--- config.mk ---
export PLATFORM = sky130hd
export DESIGN_NAME = irw_window
export DESIGN_NICKNAME = d
export VERILOG_FILES = /design/src/rtl/irw_pkg.sv /design/src/rtl/irw_win_decode.sv /design/src/rtl/irw_half_merge.sv /design/src/rtl/irw_read_mux.sv /design/src/rtl/irw_window.sv
export SDC_FILE = /design/constraint.sdc
export NUM_CORES = 1
export LEC_CHECK = 0
export CORE_ASPECT_RATIO = 2
export CORE_MARGIN = 2
export CORE_UTILIZATION = 35
export CTS_BUF_LIST = sky130_fd_sc_hd__clkbuf_8
export DETAILED_ROUTE_END_ITERATION = 10
export DONT_BUFFER_PORTS = 1
export SETUP_SLACK_MARGIN = 0.02
export SYNTH_ARGS = -nofsm -noshare
export SYNTH_HDL_FRONTEND = slang
export SYNTH_SLANG_ARGS = --single-unit
--- constraint.sdc ---
create_clock -name clk -period 2.1 [get_ports clk]
set_input_delay 0.42 -clock clk [delete_from_list [all_inputs] [get_ports clk]]
set_output_delay 0.42 -clock clk [all_outputs]
set_load 0.005 [all_outputs]
--- src/rtl/irw_pkg.sv ---
package irw_pkg;

    // What the current selector value points at inside the window
    typedef enum logic [2:0] {
        WK_ID    = 3'd0,
        WK_VER   = 3'd1,
        WK_ARB   = 3'd2,
        WK_ENTRY = 3'd3,
        WK_NONE  = 3'd4
    } win_kind_e;

    // Which bus offset a request hits
    typedef enum logic [1:0] {
        HIT_SEL  = 2'd0,
        HIT_WIN  = 2'd1,
        HIT_NONE = 2'd2
    } off_hit_e;

endpackage

--- src/rtl/irw_win_decode.sv ---
module irw_win_decode
    import irw_pkg::*;
#(
    parameter int          IDX_W      = 8,
    parameter int          NUM_PINS   = 24,
    parameter int          ENT_W      = 5,
    parameter logic [7:0]  SEL_ID     = 8'h00,
    parameter logic [7:0]  SEL_VER    = 8'h01,
    parameter logic [7:0]  SEL_ARB    = 8'h02,
    parameter logic [7:0]  ENTRY_BASE = 8'h10
) (
    input  logic [IDX_W-1:0] sel,
    output win_kind_e        kind,
    output logic [ENT_W-1:0] ent_num,
    output logic             hi_half
);
    // One extra bit catches selectors below the entry base
    logic [IDX_W:0]   rel;
    logic [IDX_W-1:0] ent_full;
    logic             below_base;

    always_comb begin
        rel        = {1'b0, sel} - {1'b0, IDX_W'(ENTRY_BASE)};
        below_base = rel[IDX_W];
        ent_full   = rel[IDX_W:1];
        hi_half    = rel[0];
        ent_num    = '0;
        if (sel == IDX_W'(SEL_ID)) begin
            kind = WK_ID;
        end else if (sel == IDX_W'(SEL_VER)) begin
            kind = WK_VER;
        end else if (sel == IDX_W'(SEL_ARB)) begin
            kind = WK_ARB;
        end else if (!below_base && (ent_full < IDX_W'(NUM_PINS))) begin
            kind    = WK_ENTRY;
            ent_num = ent_full[ENT_W-1:0];
        end else begin
            kind = WK_NONE;
        end
    end

endmodule

--- src/rtl/irw_half_merge.sv ---
module irw_half_merge #(
    parameter int WORD_W = 32,
    parameter int HALVES = 2
) (
    input  logic [WORD_W*HALVES-1:0] cur_entry,
    input  logic [WORD_W-1:0]        new_word,
    input  logic                     hi_sel,
    output logic [WORD_W*HALVES-1:0] merged
);
    // Each half takes the bus word only when it is the selected one
    for (genvar h = 0; h < HALVES; h++) begin : g_half
        assign merged[h*WORD_W +: WORD_W] =
            (int'(hi_sel) == h) ? new_word : cur_entry[h*WORD_W +: WORD_W];
    end

endmodule

--- src/rtl/irw_read_mux.sv ---
module irw_read_mux
    import irw_pkg::*;
#(
    parameter int          ID_W      = 4,
    parameter int          ID_LSB    = 24,
    parameter logic [31:0] VER_VALUE = 32'h0017_0011
) (
    input  win_kind_e       kind,
    input  logic            hi_half,
    input  logic [63:0]     entry,
    input  logic [ID_W-1:0] id,
    output logic [31:0]     word
);
    always_comb begin
        unique case (kind)
            WK_ID, WK_ARB: word = 32'(id) << ID_LSB;
            WK_VER:        word = VER_VALUE;
            WK_ENTRY:      word = hi_half ? entry[63:32] : entry[31:0];
            default:       word = '0;
        endcase
    end

endmodule

--- src/rtl/irw_window.sv ---
module irw_window
    import irw_pkg::*;
#(
    parameter int         NUM_PINS   = 24,
    parameter int         IDX_W      = 8,
    parameter int         ID_W       = 4,
    parameter int         ID_LSB     = 24,
    parameter logic [7:0] VER_CODE   = 8'h11,
    parameter int         MAXENT_LSB = 16,
    parameter logic [7:0] OFF_SEL    = 8'h00,
    parameter logic [7:0] OFF_WIN    = 8'h10,
    parameter logic [7:0] ENTRY_BASE = 8'h10,
    parameter int         FULL_BYTES = 4,
    localparam int        ENT_W      = $clog2(NUM_PINS)
) (
    input  logic             clk,
    input  logic             rst_n,
    input  logic             req_valid,
    input  logic             req_write,
    input  logic [7:0]       req_off,
    input  logic [2:0]       req_size,
    input  logic [31:0]      req_wdata,
    output logic [31:0]      rsp_rdata,
    output logic             ent_wr_strobe,
    output logic [ENT_W-1:0] ent_wr_index,
    output logic [63:0]      ent_wr_value,
    output logic [ENT_W-1:0] ent_rd_index,
    input  logic [63:0]      ent_rd_data
);
    localparam logic [31:0] VER_VALUE =
        32'(VER_CODE) | (32'(NUM_PINS - 1) << MAXENT_LSB);

    typedef struct packed {
        logic [IDX_W-1:0] sel;
        logic [ID_W-1:0]  id;
        logic [31:0]      rdata;
        logic             stb;
        logic [ENT_W-1:0] stb_idx;
        logic [63:0]      stb_val;
    } state_t;

    state_t st_d, st_q;

    win_kind_e        kind_w;
    logic [ENT_W-1:0] ent_num_w;
    logic             hi_w;
    logic [63:0]      merged_w;
    logic [31:0]      win_word_w;
    off_hit_e         hit_w;
    logic             full_w;

    irw_win_decode #(
        .IDX_W(IDX_W), .NUM_PINS(NUM_PINS), .ENT_W(ENT_W),
        .SEL_ID(8'h00), .SEL_VER(8'h01), .SEL_ARB(8'h02),
        .ENTRY_BASE(ENTRY_BASE)
    ) u_decode (
        .sel(st_q.sel), .kind(kind_w), .ent_num(ent_num_w), .hi_half(hi_w)
    );

    irw_half_merge #(.WORD_W(32), .HALVES(2)) u_merge (
        .cur_entry(ent_rd_data), .new_word(req_wdata),
        .hi_sel(hi_w), .merged(merged_w)
    );

    irw_read_mux #(.ID_W(ID_W), .ID_LSB(ID_LSB), .VER_VALUE(VER_VALUE)) u_rmux (
        .kind(kind_w), .hi_half(hi_w), .entry(ent_rd_data),
        .id(st_q.id), .word(win_word_w)
    );

    always_comb begin
        if (req_off == OFF_SEL)      hit_w = HIT_SEL;
        else if (req_off == OFF_WIN) hit_w = HIT_WIN;
        else                         hit_w = HIT_NONE;
        full_w = (req_size == 3'(FULL_BYTES));
    end

    always_comb begin
        st_d     = st_q;
        st_d.stb = 1'b0;
        if (req_valid) begin
            unique case (hit_w)
                HIT_SEL: begin
                    if (req_write) st_d.sel   = req_wdata[IDX_W-1:0];
                    else           st_d.rdata = 32'(st_q.sel);
                end
                HIT_WIN: begin
                    if (!full_w) begin
                        if (!req_write) st_d.rdata = '0;
                    end else if (!req_write) begin
                        st_d.rdata = win_word_w;
                    end else begin
                        unique case (kind_w)
                            WK_ID: st_d.id = req_wdata[ID_LSB +: ID_W];
                            WK_ENTRY: begin
                                st_d.stb     = 1'b1;
                                st_d.stb_idx = ent_num_w;
                                st_d.stb_val = merged_w;
                            end
                            default: ;
                        endcase
                    end
                end
                default: begin
                    if (!req_write) st_d.rdata = '0;
                end
            endcase
        end
    end

    always_ff @(posedge clk or negedge rst_n) begin
        if (!rst_n) st_q <= '0;
        else        st_q <= st_d;
    end

    assign rsp_rdata     = st_q.rdata;
    assign ent_wr_strobe = st_q.stb;
    assign ent_wr_index  = st_q.stb_idx;
    assign ent_wr_value  = st_q.stb_val;
    assign ent_rd_index  = ent_num_w;

    // ---------------- assertions ----------------
    assert_reset_quiet_R1: assert property (@(posedge clk) disable iff (!rst_n)
        $rose(rst_n) |-> (!ent_wr_strobe && rsp_rdata == 32'd0));

    assert_unmapped_read_zero_R3: assert property (@(posedge clk) disable iff (!rst_n)
        (req_valid && !req_write && req_off != OFF_SEL && req_off != OFF_WIN)
        |=> (rsp_rdata == 32'd0));

    assert_short_read_zero_R4: assert property (@(posedge clk) disable iff (!rst_n)
        (req_valid && !req_write && req_off == OFF_WIN && req_size != 3'(FULL_BYTES))
        |=> (rsp_rdata == 32'd0));

    assert_short_write_quiet_R4: assert property (@(posedge clk) disable iff (!rst_n)
        (req_valid && req_write && req_size != 3'(FULL_BYTES)) |=> !ent_wr_strobe);

    assert_id_hold_R5: assert property (@(posedge clk) disable iff (!rst_n)
        !(req_valid && req_write && req_off == OFF_WIN && req_size == 3'(FULL_BYTES)
          && kind_w == WK_ID) |=> $stable(st_q.id));

    assert_version_value_R6: assert property (@(posedge clk) disable iff (!rst_n)
        (req_valid && !req_write && req_off == OFF_WIN && req_size == 3'(FULL_BYTES)
         && kind_w == WK_VER) |=> (rsp_rdata == VER_VALUE));

    assert_keep_low_half_R8: assert property (@(posedge clk) disable iff (!rst_n)
        (req_valid && req_write && req_off == OFF_WIN && req_size == 3'(FULL_BYTES)
         && kind_w == WK_ENTRY && hi_w)
        |=> (ent_wr_strobe && ent_wr_value[31:0] == $past(ent_rd_data[31:0])));

    assert_keep_high_half_R8: assert property (@(posedge clk) disable iff (!rst_n)
        (req_valid && req_write && req_off == OFF_WIN && req_size == 3'(FULL_BYTES)
         && kind_w == WK_ENTRY && !hi_w)
        |=> (ent_wr_strobe && ent_wr_value[63:32] == $past(ent_rd_data[63:32])));

    assert_strobe_in_range_R9: assert property (@(posedge clk) disable iff (!rst_n)
        ent_wr_strobe |-> (ent_wr_index < ENT_W'(NUM_PINS)));

    assert_strobe_has_cause_R10: assert property (@(posedge clk) disable iff (!rst_n)
        ent_wr_strobe |-> $past(req_valid && req_write && req_off == OFF_WIN));

endmodule

==> impl_metrics.py, run 1 <==
metrics = {
    "floorplan": {
        "start_util": 0.357,
        "die_w_um": 100,
        "num_io_pins": 218,
        "core_mm2": 0.0182,
        "die-area_mm2": 0.0198,
        "rows": 70,
        "chipHeight_um": 197,
    },
    "synth": {
        "ys_seq_elements": 114,
        "synth_fa_ha_area_frac": 0.00384,
        "syn-cell-area_mm2": 0.00651,
        "synthDistinctLibCells": 47,
        "syn_area_per_cell_um2": 9.86,
        "synth_xor_area_frac": 0.00135,
        "ys.flop_type": "dfrtp_1",
        "syn_inst": 660,
        "synth-compound-area-share": 0.124,
        "synth_top_family_by_area": "multiplexers",
        "yosysWarnings": 0,
        "synth_seq_area_share": 0.438,
        "syn_nets": 773,
        "synthSimpleGateAreaFrac": 0.113,
        "synthArstFlopShare": 1.00,
        "synth.area.mux_share": 0.173,
        "synth_edf_count": 0,
    },
    "timing": {
        "report.final.slew_viol_count": 0,
        "fmax_mhz": 415,
        "finClkSkew_ns": 0.0173,
        "setup_viol": 94,
        "fin_hold_ws_ns": -0.317,
        "layout_setup_ws_ns": -0.310,
        "worst_slew_pin_slew_ns": 0.760,
        "relSlewSlack": 0.493,
        "min_period_ns": 2.41,
        "fin_crit_sh": 1.15,
        "rsz0062_at_grt": "yes",
        "timing_hold_violations_final": 114,
    },
    "grt": {
        "antenna_found_initial": 0,
        "grt-ovfl-total": 0,
        "track_usage": 0.196,
        "grt_max_degree": 115,
        "grt_pass1_vias": 5036,
        "grt_pass1_wl_um": 28900,
    },
    "worst_setup_path": {
        "crit_required_ns": 2.41,
        "cp-start-kind": "register",
        "rrSetupSlack_ns": -0.31,
        "r2r-end": "ent_wr_value[54]",
        "r2r_start": "st_q[110]",
        "critPathKind": "reg -> reg",
        "r2r_cells": 10,
        "critPathMaxFanout": 8,
        "end_kind": "register",
        "arrival_ns": 2.72,
    },
    "power": {
        "pwr-share-seq": 0.453,
        "ir_drop_mv": 0.313,
        "power.internal_mw": 3.75,
        "comb_power_share": 0.077,
        "power_density_mw_per_mm2": 594,
        "total_power_mw": 4.91,
        "clockPowerShare": 0.470,
        "sw_frac_of_total": 0.237,
        "switchingPower_mw": 1.16,
        "leakage_nw": 3.36,
    },
    "clock_network": {
        "clock_latency_ns": 0.43,
        "numCtsBuffers": 17,
        "clk_pin_slew_ns": 0.07,
        "htree_levels": 4,
        "cts-root-buf": "clkbuf_8",
        "tritoncts": "done",
        "clock_sinks": 114,
        "cts.path.max_buffers": 2,
    },
    "detailed_routing": {
        "num_vias": 4793,
        "wl_per_cell_um": 24.5,
        "first_pass_iters": 6,
        "route.detailed.drc": 0,
        "ant_nets": 0,
        "postRouteWirelength_um": 20700,
        "drt_iter0_markers": 164,
        "avgViaCountPerCell": 5.67,
    },
    "final_layout": {
        "fill_cells": 1649,
        "syn2layout_area_growth_pct": 26.9,
        "nets": 729,
        "diodes": 0,
        "drive_gt1_frac": 0.448,
    },
    "place": {
        "dp_slack_ns": -0.274,
        "gp_congestion": 0.842,
        "io_buffer_count": 0,
        "dp_hpwl_um": 13100,
    },
    "outcome": {
        "outcome": "finished with violations",
        "violations": "negative hold slack, negative setup slack",
    },
    "job": {
        "max_cap_violations": 0,
    },
    "min_path": {
        "hold_path.class": "in -> async",
    },
}
-- cells in the mapped netlist, drive strengths merged, types with 2 or more instances --
cell | n | area share
nor2b | 7 | 0.0067
clkbuf | 24 | 0.014
nand2b | 3 | 0.0029
dfrtp | 114 | 0.44
and3 | 4 | 0.0038
nand2 | 100 | 0.058
nor4 | 4 | 0.0048
nand4bb | 2 | 0.0035
a21oi | 15 | 0.012
a31oi | 7 | 0.0067
a32oi | 5 | 0.0067
a21o | 3 | 0.0035
ha | 2 | 0.0038
a211oi | 2 | 0.0023
mux2 | 20 | 0.036
buf | 114 | 0.13
or4 | 2 | 0.0029
o31ai | 20 | 0.023
o211ai | 3 | 0.0035
mux2i | 89 | 0.14
nand3 | 6 | 0.0046
o21ai | 75 | 0.058
nor3 | 6 | 0.0081
and2 | 2 | 0.0019
inv | 4 | 0.0023
nor2 | 14 | 0.0081
or3 | 2 | 0.0027
-- final cells by class --
cell class	instances	area, µm²	area share
inverter	4	15.0	0.00182
multi-input combinational	404	3650	0.442
sequential	114	2860	0.346
tap	216	270	0.0327
timing repair buffer	75	1030	0.125
clock buffer	20	275	0.0333
clock inverter	12	163	0.0197
-- worst max-delay path by stage --
| stage | startpoint | slack (ns) | endpoint | depth (start not counted) |
|---|---|---|---|---|
| 6_report | st_q[110] | -0.31 | ent_wr_value[54] | 10 |
| 5_1_grt | st_q[110] | -0.41 | ent_rd_index[4] | 7 |
| 4_1_cts | st_q[110] | -0.30 | ent_rd_index[3] | 7 |
| 3_5_place_dp | req_off[5] | -0.27 | rsp_rdata[9] | 5 |
| 3_3_place_gp | req_off[5] | -0.23 | ent_wr_value[55] | 6 |
| 2_1_floorplan | req_off[5] | -0.22 | ent_wr_index[0] | 6 |
-- worst max-delay path: stages (launching register included) --
cell,delay (ns)
dfrtp_1,0.39
inv_2,0.09
ha_4,0.29
nand4bb_1,0.10
a21o_1,0.21
buf_6,0.14
a2111o_2,0.58
buf_12,0.21
buf_12,0.15
nand2_4,0.07
o21ai_2,0.06
-- placed cells by master, fill, tap and decap left out, types with 11 or more instances in the layout --
master and instances:
a21oi_1 15, buf_12 15, buf_4 41, clkbuf_8 20, dfrtp_1 113, mux2_2 16, mux2i_1 89, nand2_1 34
nand2_2 16, nand2_4 50, nor2_1 11, o21ai_1 17, o21ai_2 51, o31ai_4 17
-- kinds of logic (layout without fill, tap and decap cells) --
kind of cell	after synthesis	in the layout
buffers and inverters	142	111
AO/OA/AOI/OAI	136	136
adder cells (fa/ha/maj)	2	2
multiplexers	109	109
flip-flops	114	114
XOR/XNOR	1	1
AND/OR/NAND/NOR	156	156
-- power by group through the flow --
stage / Sequential, mW / Clock [mW] / Combinational [mW]
3_5_place_dp: 2.26 / 0 / 0.287
3_3_place_gp: 2.26 / 0 / 0.281
2_1_floorplan: 2.26 / 0 / 0.204
4_1_cts: 2.22 / 2.37 / 0.336
6_report: 2.22 / 2.31 / 0.377
5_1_grt: 2.22 / 2.46 / 0.401
-- sequential cells by signal, indices dropped and copies added (netlist names) --
| name | cells |
|---|---|
| st_q | 12 |
| ent_wr_value | 64 |
| ent_wr_index | 5 |
| rsp_rdata | 32 |
| ent_wr_strobe | 1 |
-- timing repair --
action,CTS,global route
cloned,12,7
setup buffers,15,5
endpoints found under the hold margin,114,114
pin swaps,15,56
setup endpoints to repair,92,99
gates resized for setup,89,191
-- metal layers --
metal  track usage  vias to the layer above  part of all wire  wire [µm]
li1              -                     2141                 -          -
met1         0.194                     2417              0.33       6910
met2         0.370                      193              0.58      11900
met3        0.0504                       42             0.056       1170
met4        0.0873                        0             0.033        687
met5             0                        -                 0          0
-- through the flow --
| step | TNS [ns] | utilization | area [µm²] | std cells |
|---|---|---|---|---|
| after floorplan | -12.92 | - | 6550 | 660 |
| after global placement | -18.04 | 0.341 | 6210 | 782 |
| after detailed placement | -20.89 | 0.341 | 6210 | 782 |
| after CTS | -17.59 | 0.412 | 7500 | 841 |
| after global routing | -28.37 | 0.454 | 8260 | 845 |
| final | -21.53 | 0.454 | 8260 | 845 |
Note: power is estimated with default switching activity, not from simulation.
==> run 2, diff against run 1 <==
- CTS_BUF_LIST: sky130_fd_sc_hd__clkbuf_8 -> sky130_fd_sc_hd__clkbuf_2
==> run 2 against run 1 <==
  * The run still ends with negative hold slack, negative setup slack left
  * Global-route usage up 3.4 points
  * Critical path type is now reg -> out
  * Hold slack lost 0.30 ns
  * Clock skew increased by 0.036 ns
  * Flip-flop and latch count did not move
==> impl_metrics.py, run 2 (same netlist as run 1, synthesis figures left out) <==
metrics = {
    "grt": {
        "grt_use_met1": 0.222,
        "grt_max_degree": 115,
        "grt-ovfl-total": 0,
        "track_usage": 0.230,
        "grt_pass1_wl_um": 34100,
        "antenna_found_initial": 2,
        "use_met3": 0.0518,
        "busiest_layer": "met2",
        "grt_pass1_vias": 5938,
        "grt.met2_usage": 0.424,
    },
    "power": {
        "power.internal_mw": 3.30,
        "total_power_mw": 4.49,
        "sw_frac_of_total": 0.266,
        "leakage_nw": 3.83,
        "comb_power_share": 0.132,
        "switchingPower_mw": 1.19,
        "power_density_mw_per_mm2": 494,
        "ir_drop_mv": 0.282,
        "pwr-share-seq": 0.495,
        "clockPowerShare": 0.373,
    },
    "floorplan": {
        "chipHeight_um": 197,
        "rows": 70,
        "die_w_um": 100,
        "num_io_pins": 218,
        "die-area_mm2": 0.0198,
        "core_mm2": 0.0182,
        "start_util": 0.357,
    },
    "clock_network": {
        "cts-root-buf": "clkbuf_2",
        "tritoncts": "done",
        "htree_levels": 4,
        "cts.path.max_buffers": 2,
        "clk_pin_slew_ns": 0.22,
        "clock_latency_ns": 0.70,
        "clock_sinks": 114,
        "numCtsBuffers": 17,
    },
    "worst_setup_path": {
        "crit_family": "flip-flops",
        "crit_start": "st_q[110]",
        "crit_required_ns": 1.68,
        "r2r_cells": 11,
        "crit_path_cell_trace": "inv_2 > ha_4 > nor4_4 > a32oi_2 > buf_4 > a21o_4 > nor2_4",
        "r2r_start": "st_q[110]",
        "r2r-end": "ent_wr_value[50]",
        "slowest_delay_ns": 0.43,
        "critPathMaxFanout": 4,
        "rrSetupSlack_ns": -0.56,
        "cp-start-kind": "register",
        "path_buf_inv": 2,
        "end_kind": "primary output",
        "arrival_ns": 2.33,
        "critPathSlowestCell": "dfrtp_1",
        "critPathKind": "reg -> out",
    },
    "detailed_routing": {
        "route.detailed.drc": 0,
        "num_vias": 5479,
        "first_pass_iters": 5,
        "postRouteWirelength_um": 23100,
        "drt_iter0_markers": 266,
        "ant_nets": 0,
        "avgViaCountPerCell": 5.55,
        "wl_per_cell_um": 23.4,
    },
    "timing": {
        "tns_ns": -41.15,
        "report.final.slew_viol_count": 0,
        "worst_slew_pin_slew_ns": 0.743,
        "timing_hold_violations_final": 114,
        "min_period_ns": 2.75,
        "setup_viol": 93,
        "fin_hold_ws_ns": -0.621,
        "fin_crit_sh": 1.31,
        "rsz0062_at_grt": "yes",
        "layout_setup_ws_ns": -0.648,
        "fmax_mhz": 364,
        "relSlewSlack": 0.505,
        "finClkSkew_ns": 0.0535,
    },
    "place": {
        "io_buffer_count": 0,
        "gp_congestion": 0.842,
        "dp_hpwl_um": 13100,
        "dp_slack_ns": -0.274,
    },
    "final_layout": {
        "largest_reg_flops": 64,
        "syn2layout_area_growth_pct": 39.9,
        "layout_commonest_cell": "dlygate4sd3_1",
        "nets": 869,
        "final_core_util": 0.500,
        "layout_common_cells": "130 x dlygate4sd3_1, 113 x dfrtp_1, 91 x nand2_1",
        "drive_gt1_frac": 0.278,
        "fill_cells": 1555,
    },
    "job": {
        "max_cap_violations": 0,
    },
    "min_path": {
        "hold_path.class": "in -> async",
    },
    "outcome": {
        "outcome": "finished with violations",
        "violations": "negative hold slack, negative setup slack",
    },
}
==> run 2: cell types whose count changed in the layout (fill, tap and decap cells not counted), sizes merged <==
cell / change
buf: +14
bufbuf: +3
clkbuf: -8
clkinv: +3
diode: +2
dlygate4sd3: +130
inv: -2
==> run 2: power by group through the flow <==
stage | combinational, mW | clock (mW) | sequential [mW]
6_report | 0.593 | 1.68 | 2.22
3_5_place_dp | 0.287 | 0 | 2.26
4_1_cts | 0.547 | 1.72 | 2.22
3_3_place_gp | 0.281 | 0 | 2.26
5_1_grt | 0.625 | 1.81 | 2.23
2_1_floorplan | 0.204 | 0 | 2.26
==> run 2: area by class of cell <==
class,count,area (µm²),area share
Timing Repair Buffer,215,2490,0.274
Clock inverter,13,166,0.0183
Inverter,4,15.0,0.00165
Multi-Input combinational cell,404,3200,0.352
Tap cell,216,270,0.0297
Sequential cell,114,2860,0.314
Antenna cell,2,5.00,0.000550
Clock buffer,19,95.1,0.0104
==> run 2: layer usage <==
layer  routed length [µm]  vias up
li1                     -     2425
met5                    0        -
met3                 1270       87
met4                 1310        0
met2                12900      262
met1                 7630     2705
==> run 2: worst max-delay path by stage <==
stage | slack (ns) | cells after the start | end
floorplan | -0.22 | 6 | ent_wr_index[0]
global placement | -0.23 | 6 | ent_wr_value[55]
detailed placement | -0.27 | 5 | rsp_rdata[9]
CTS | -0.65 | 7 | ent_rd_index[3]
global route | -0.79 | 7 | ent_rd_index[4]
finish | -0.65 | 7 | ent_rd_index[4]
==> run 2: worst register-to-register path, cell delays in order (launching register included) <==
cell and delay [ns]:
dfrtp_1 0.43, inv_2 0.09, ha_4 0.29, nand4bb_1 0.14, a21o_1 0.23, buf_4 0.16, a2111o_2 0.58, buf_12 0.19
buf_12 0.12, buf_16 0.14, nand2_1 0.09, o21ai_1 0.09
==> run 2: what timing repair did <==
item | in CTS | in global routing
endpoints found under the hold margin | 215 | 115
pin swaps | 16 | 10
resized for setup | 106 | 54
buffers inserted | 18 | 9
cloned | 18 | 0
hold buffers | 129 | 1
setup endpoints to repair | 92 | 99
==> run 2: metrics by stage <==
step	cell area [µm²]	std cells
after floorplan	6550	660
after global placement	6210	782
after detailed placement	6210	782
after CTS	8830	979
after global routing	9100	987
final	9100	987
